**config.mk**
```make
export PLATFORM = sky130hd
export DESIGN_NAME = lsclk_select
export DESIGN_NICKNAME = d
export VERILOG_FILES = /design/src/rtl/lsclk_pkg.sv /design/src/rtl/lsclk_prescaler.sv /design/src/rtl/lsclk_xtal_mon.sv /design/src/rtl/lsclk_ctrl_regs.sv /design/src/rtl/lsclk_select.sv
export SDC_FILE = /design/constraint.sdc
export NUM_CORES = 1
export LEC_CHECK = 0
export BUFFER_PORTS_ARGS = -buffer_cell sky130_fd_sc_hd__buf_2
export CELL_PAD_IN_SITES_DETAIL_PLACEMENT = 0
export CELL_PAD_IN_SITES_GLOBAL_PLACEMENT = 1
export CORE_ASPECT_RATIO = 1.4
export CORE_MARGIN = 2
export CORE_UTILIZATION = 26
export CTS_CLUSTER_DIAMETER = 150
export DETAILED_ROUTE_END_ITERATION = 8
export HOLD_SLACK_MARGIN = 0.12
export PLACE_DENSITY = 0.78
export SKIP_LAST_GASP = 1
export SLEW_MARGIN = 20
export SYNTH_ARGS = -nofsm -noshare
export SYNTH_HDL_FRONTEND = slang
export SYNTH_HIERARCHICAL = 1
export SYNTH_SLANG_ARGS = --single-unit
```
**constraint.sdc**
```tcl
create_clock -name clk -period 1.2 [get_ports clk]
set_input_delay 0.06 -clock clk [delete_from_list [all_inputs] [get_ports clk]]
set_output_delay 0.06 -clock clk [all_outputs]
set_load 0.05 [all_outputs]
```
**src/rtl/lsclk_pkg.sv**
```systemverilog
package lsclk_pkg;
  localparam logic [15:0] UNLOCK_KEY   = 16'h16AA;
  localparam int unsigned SEL_BIT      = 0;
  localparam int unsigned OSCEN_BIT    = 4;
  localparam int unsigned BUSY_LSB     = 7;
  localparam int unsigned BUSY_W       = 3;
  localparam int unsigned BYPASS_BIT   = 15;
  localparam int unsigned ST_OK_BIT    = 0;
  localparam int unsigned ST_FLAG_BIT  = 1;

  typedef struct packed {
    logic bypass;
    logic osc_en;
    logic sel;
  } ctrl_t;
endpackage

```
**src/rtl/lsclk_prescaler.sv**
```systemverilog
module lsclk_prescaler #(
  parameter int unsigned DIV = 32
) (
  input  logic clk,
  input  logic rst_n,
  output logic div_out
);
  localparam int unsigned CW = $clog2(DIV);
  logic [CW-1:0] cnt;

  always_ff @(posedge clk or negedge rst_n) begin
    if (!rst_n) cnt <= '0;
    else        cnt <= cnt + 1'b1;
  end

  assign div_out = cnt[CW-1];
endmodule

```
**src/rtl/lsclk_xtal_mon.sv**
```systemverilog
module lsclk_xtal_mon #(
  parameter int unsigned SYNC_STAGES = 2,
  parameter int unsigned LOSS_LIMIT  = 64
) (
  input  logic clk,
  input  logic rst_n,
  input  logic xtal_clk,
  input  logic osc_en,
  output logic lost,
  output logic alive
);
  localparam int unsigned CW = $clog2(LOSS_LIMIT);
  localparam logic [CW-1:0] LAST = CW'(LOSS_LIMIT - 1);

  // synchronizer stages plus one history flop for the edge
  logic [SYNC_STAGES:0] shr;
  logic                 rise;
  logic [CW-1:0]        idle_cnt;
  logic                 seen;

  always_ff @(posedge clk or negedge rst_n) begin
    if (!rst_n) shr <= '0;
    else        shr <= {shr[SYNC_STAGES-1:0], xtal_clk};
  end

  assign rise = shr[SYNC_STAGES-1] & ~shr[SYNC_STAGES];

  always_ff @(posedge clk or negedge rst_n) begin
    if (!rst_n) begin
      idle_cnt <= '0;
      lost     <= 1'b0;
      seen     <= 1'b0;
    end else if (!osc_en) begin
      idle_cnt <= '0;
      lost     <= 1'b0;
      seen     <= 1'b0;
    end else if (rise) begin
      idle_cnt <= '0;
      lost     <= 1'b0;
      seen     <= 1'b1;
    end else if (idle_cnt == LAST) begin
      lost     <= 1'b1;
    end else begin
      idle_cnt <= idle_cnt + 1'b1;
    end
  end

  assign alive = seen & ~lost;
endmodule

```
**src/rtl/lsclk_ctrl_regs.sv**
```systemverilog
module lsclk_ctrl_regs
  import lsclk_pkg::*;
(
  input  logic        clk,
  input  logic        rst_n,
  input  logic        bus_wr,
  input  logic        bus_addr,
  input  logic [31:0] bus_wdata,
  input  logic        lost,
  output ctrl_t       ctrl,
  output logic        sw_flag
);
  logic key_wr;
  logic stat_wr;
  logic fire;

  assign key_wr  = bus_wr & ~bus_addr & (bus_wdata[31:16] == UNLOCK_KEY);
  assign stat_wr = bus_wr & bus_addr;
  // hardware fallback yields to a keyed write in the same cycle
  assign fire    = lost & ctrl.sel & ~ctrl.bypass & ~key_wr;

  always_ff @(posedge clk or negedge rst_n) begin
    if (!rst_n) begin
      ctrl <= '0;
    end else if (key_wr) begin
      ctrl.sel    <= bus_wdata[SEL_BIT];
      ctrl.osc_en <= bus_wdata[OSCEN_BIT];
      ctrl.bypass <= bus_wdata[BYPASS_BIT];
    end else if (fire) begin
      ctrl.sel    <= 1'b0;
    end
  end

  always_ff @(posedge clk or negedge rst_n) begin
    if (!rst_n)                              sw_flag <= 1'b0;
    else if (fire)                           sw_flag <= 1'b1;
    else if (stat_wr && bus_wdata[ST_FLAG_BIT]) sw_flag <= 1'b0;
  end
endmodule

```
**src/rtl/lsclk_select.sv**
```systemverilog
module lsclk_select
  import lsclk_pkg::*;
#(
  parameter int unsigned RC_DIV      = 32,
  parameter int unsigned SYNC_STAGES = 2,
  parameter int unsigned LOSS_LIMIT  = 64
) (
  input  logic        clk,
  input  logic        rst_n,
  input  logic        xtal_clk,
  input  logic [2:0]  upd_busy,
  input  logic        bus_wr,
  input  logic        bus_addr,
  input  logic [31:0] bus_wdata,
  output logic [31:0] bus_rdata,
  output logic        src_sel,
  output logic        xtal_osc_en,
  output logic        rc_div_clk,
  output logic        xtal_ok,
  output logic        clk_valid
);
  ctrl_t ctrl;
  logic  sw_flag;
  logic  xtal_lost;
  logic  bypass;

  lsclk_prescaler #(.DIV(RC_DIV)) u_div (
    .clk     (clk),
    .rst_n   (rst_n),
    .div_out (rc_div_clk)
  );

  lsclk_xtal_mon #(.SYNC_STAGES(SYNC_STAGES), .LOSS_LIMIT(LOSS_LIMIT)) u_mon (
    .clk      (clk),
    .rst_n    (rst_n),
    .xtal_clk (xtal_clk),
    .osc_en   (ctrl.osc_en),
    .lost     (xtal_lost),
    .alive    (xtal_ok)
  );

  lsclk_ctrl_regs u_regs (
    .clk       (clk),
    .rst_n     (rst_n),
    .bus_wr    (bus_wr),
    .bus_addr  (bus_addr),
    .bus_wdata (bus_wdata),
    .lost      (xtal_lost),
    .ctrl      (ctrl),
    .sw_flag   (sw_flag)
  );

  assign src_sel     = ctrl.sel;
  assign xtal_osc_en = ctrl.osc_en;
  assign bypass      = ctrl.bypass;
  assign clk_valid   = ctrl.sel ? xtal_ok : 1'b1;

  always_comb begin
    bus_rdata = '0;
    if (!bus_addr) begin
      bus_rdata[SEL_BIT]                   = ctrl.sel;
      bus_rdata[OSCEN_BIT]                 = ctrl.osc_en;
      bus_rdata[BUSY_LSB +: BUSY_W]        = upd_busy;
      bus_rdata[BYPASS_BIT]                = ctrl.bypass;
    end else begin
      bus_rdata[ST_OK_BIT]                 = xtal_ok;
      bus_rdata[ST_FLAG_BIT]               = sw_flag;
    end
  end
endmodule

```
==> impl_metrics.json <==
{
  "outcome": "complete, but fails checks",
  "violations": "negative setup slack",
  "grt-ovfl-total": 0,
  "synthArstFlopShare_pct": 100,
  "syn_inst": 106,
  "slowest_stage": "dfrtp_1",
  "drt-total-wl_mm": 2.12,
  "hold_viol": 0,
  "ys_warn_count": 6,
  "drt_iter0_markers": 18,
  "finalCritPeriodShare_pct": 102,
  "grt_pass1_wl_mm": 3.17,
  "synthFlopType": "dfrtp_1",
  "cts.sinks": 20,
  "synth_cell_types": 35,
  "layout_setup_ws_ns": -0.0210,
  "skew_ns": 0.00295,
  "dp_hpwl_mm": 1.63,
  "syn_to_final_growth_pct": 35.7,
  "peakVddDrop_uv": 543,
  "antenna_found_initial": 0,
  "clk_pin_slew_ns": 0.07,
  "synthTopCellsByCount": "buf_4, dfrtp_1, nand3_1, and2b_2",
  "tns_ns": -0.0362,
  "cts_tree": "done",
  "n_antenna_cell": 0,
  "synth_largest_area_cell": "dfrtp_1",
  "pwr_density_cell_nw_per_um2": 1040,
  "wl_per_cell_um": 9.54,
  "pre_cts_ws_ns": -0.133,
  "max_stage_delay_ns": 0.38,
  "setup_viol": 2,
  "fin_crit_ns": 1.22,
  "cp.required_ns": 1.14,
  "synth.top_cells.by_area": "dfrtp_1, buf_4, and2b_2",
  "cts-root-buf": "clkbuf_8",
  "viasPerCell": 3.92,
  "cp_top_family": "flip-flops",
  "rows": 28,
  "start_util_pct": 27.2,
  "yosysMostFrequentCell": "buf_4",
  "synth_edf_count": 0,
  "critPathKind": "flip-flop to output pin",
  "p_leak_nw": 0.781,
  "dieArea_um2": 4980,
  "numPortBuffers": 39,
  "die_y_um": 82.7,
  "htreeDepth": 1,
  "crit_path_start_kind": "flip-flop",
  "gp_congestion": 0.651,
  "cp_data_arrival_time_ns": 1.16,
  "clockBufferDepth": 2,
  "drive_gt1_share_pct": 48.1,
  "synth_seq_cells": 20,
  "maxCapViolCount": 0,
  "critPathMaxFanout": 3,
  "endpoint_kind": "output pin",
  "slew_viol_final": 0,
  "yosys.area.top_type_share_pct": 43.5,
  "grt.total_usage_pct": 8.46,
  "clock_latency_ns": 0.25,
  "rsz0062_at_grt": "true",
  "dieWidth_um": 60.2,
  "vias": 870,
  "timing.critical_path.buf_inv": 2,
  "grt_max_degree": 21,
  "finalCoreUtilization_pct": 36.8,
  "syn_area_per_cell_um2": 10.9,
  "drc": 0,
  "fmax_mhz": 819,
  "coreArea_um2": 4240,
  "ys_seq_area_share_pct": 43.5,
  "drt_pass1_iterations": 4,
  "hp-class": "input pin to flip-flop",
  "cts_buffers": 3,
  "ios": 77,
  "synth_area_um2": 1150,
  "crit_chain": "inv_2 > nor2_4 > mux2_4 > buf_8",
  "antenna_left": 0,
  "grt_pass1_vias": 751,
  "fin_nets": 205
}
==> final timing paths <==
kind	startpoint	endpoint	slack [ns]	cells after the start
worst max-delay path	u_mon/seen	bus_rdata[0]	-0.02	4
worst min-delay path	bus_wdata[1]	u_regs/sw_flag	0.14	4
worst max register to register	u_mon/idle_cnt[0]	u_mon/idle_cnt[5]	-0.02	4
worst min register to register	u_mon/shr[0]	u_mon/shr[1]	0.36	0
max in group asynchronous	rst_n	u_regs/ctrl[1]	0.59	2
min in group asynchronous	rst_n	u_mon/idle_cnt[2]	0.28	2
==> cell type report <==
| class | count | area [µm²] |
|---|---|---|
| clock buffers | 3 | 41.3 |
| clock inverters | 1 | 30.0 |
| fillers | 447 | 2680 |
| inverters | 4 | 15.0 |
| multi-input cells | 81 | 569 |
| flip-flops and latches | 20 | 502 |
| well taps | 60 | 75.1 |
| repair buffers | 53 | 329 |
==> what timing repair did <==
| item | 4_1_cts | 5_1_grt |
|---|---|---|
| hold buffers | 5 | 0 |
| setup buffers | 0 | 5 |
| setup endpoints to repair | 6 | 8 |
| resized for setup | 7 | 5 |
| gates cloned | 0 | 0 |
| hold endpoints to repair | 24 | 0 |
| pin swaps | 3 | 4 |
==> per-stage QoR <==
step	cells	total power, mW	cell area (µm²)	hold WS, ns
5_1_grt	222	1.70	1560	0.168
3_5_place_dp	208	0.967	1360	0.0315
4_1_cts	217	1.64	1500	0.149
3_3_place_gp	208	0.965	1360	0.0232
2_1_floorplan	130	0.963	1250	-0.236
6_report	222	1.62	1560	0.143
==> routing by layer <==
layer  vias to the layer above  track usage, %  share of wire [%]  wire [µm]
met5                         -               0                  0          0
met4                         0            5.78               0.99         21
met3                         2           0.623                6.4        135
met2                        42            15.1                 54       1140
met1                       398            9.26                 39        824
li1                        428               -                  -          -
==> registers in the layout (all words and copies together) (netlist names) <==
signal / count
u_div/cnt: 5
u_mon/idle_cnt: 6
u_mon/lost: 1
u_mon/seen: 1
u_mon/shr: 3
u_regs/ctrl: 3
u_regs/sw_flag: 1
==> where the power goes <==
| group | switching [mW] | internal, mW |
|---|---|---|
| clock | 0.209 | 0.445 |
| combinational | 0.226 | 0.0591 |
| sequential | 0.00225 | 0.679 |
| total | 0.437 | 1.18 |
==> kinds of logic after synthesis <==
group | synth area share, %
flip-flops | 43.5
adder cells (fa/ha/maj) | 2.17
AND/OR/NAND/NOR | 23.2
other | 0.326
XOR/XNOR | 2.28
AO/OA/AOI/OAI | 5.87
buffers and inverters | 17.6
multiplexers | 5.11
==> worst min-delay path, delay by kind of cell <==
family | cells | cell delay, ns
compound gates | 1 | 0.08
buf+inv | 1 | 0.10
simple gates | 2 | 0.11
==> placed cells by master, fill, tap and decap left out, types with 3 or more instances in the layout <==
master	instances
inv_1	3
clkbuf_8	3
conb_1	25
mux2_2	3
dlygate4sd3_1	5
buf_2	37
buf_4	9
and2b_2	5
dfrtp_1	19
nand2_1	4
nand3_1	7
(Power assumes the default switching activity.)
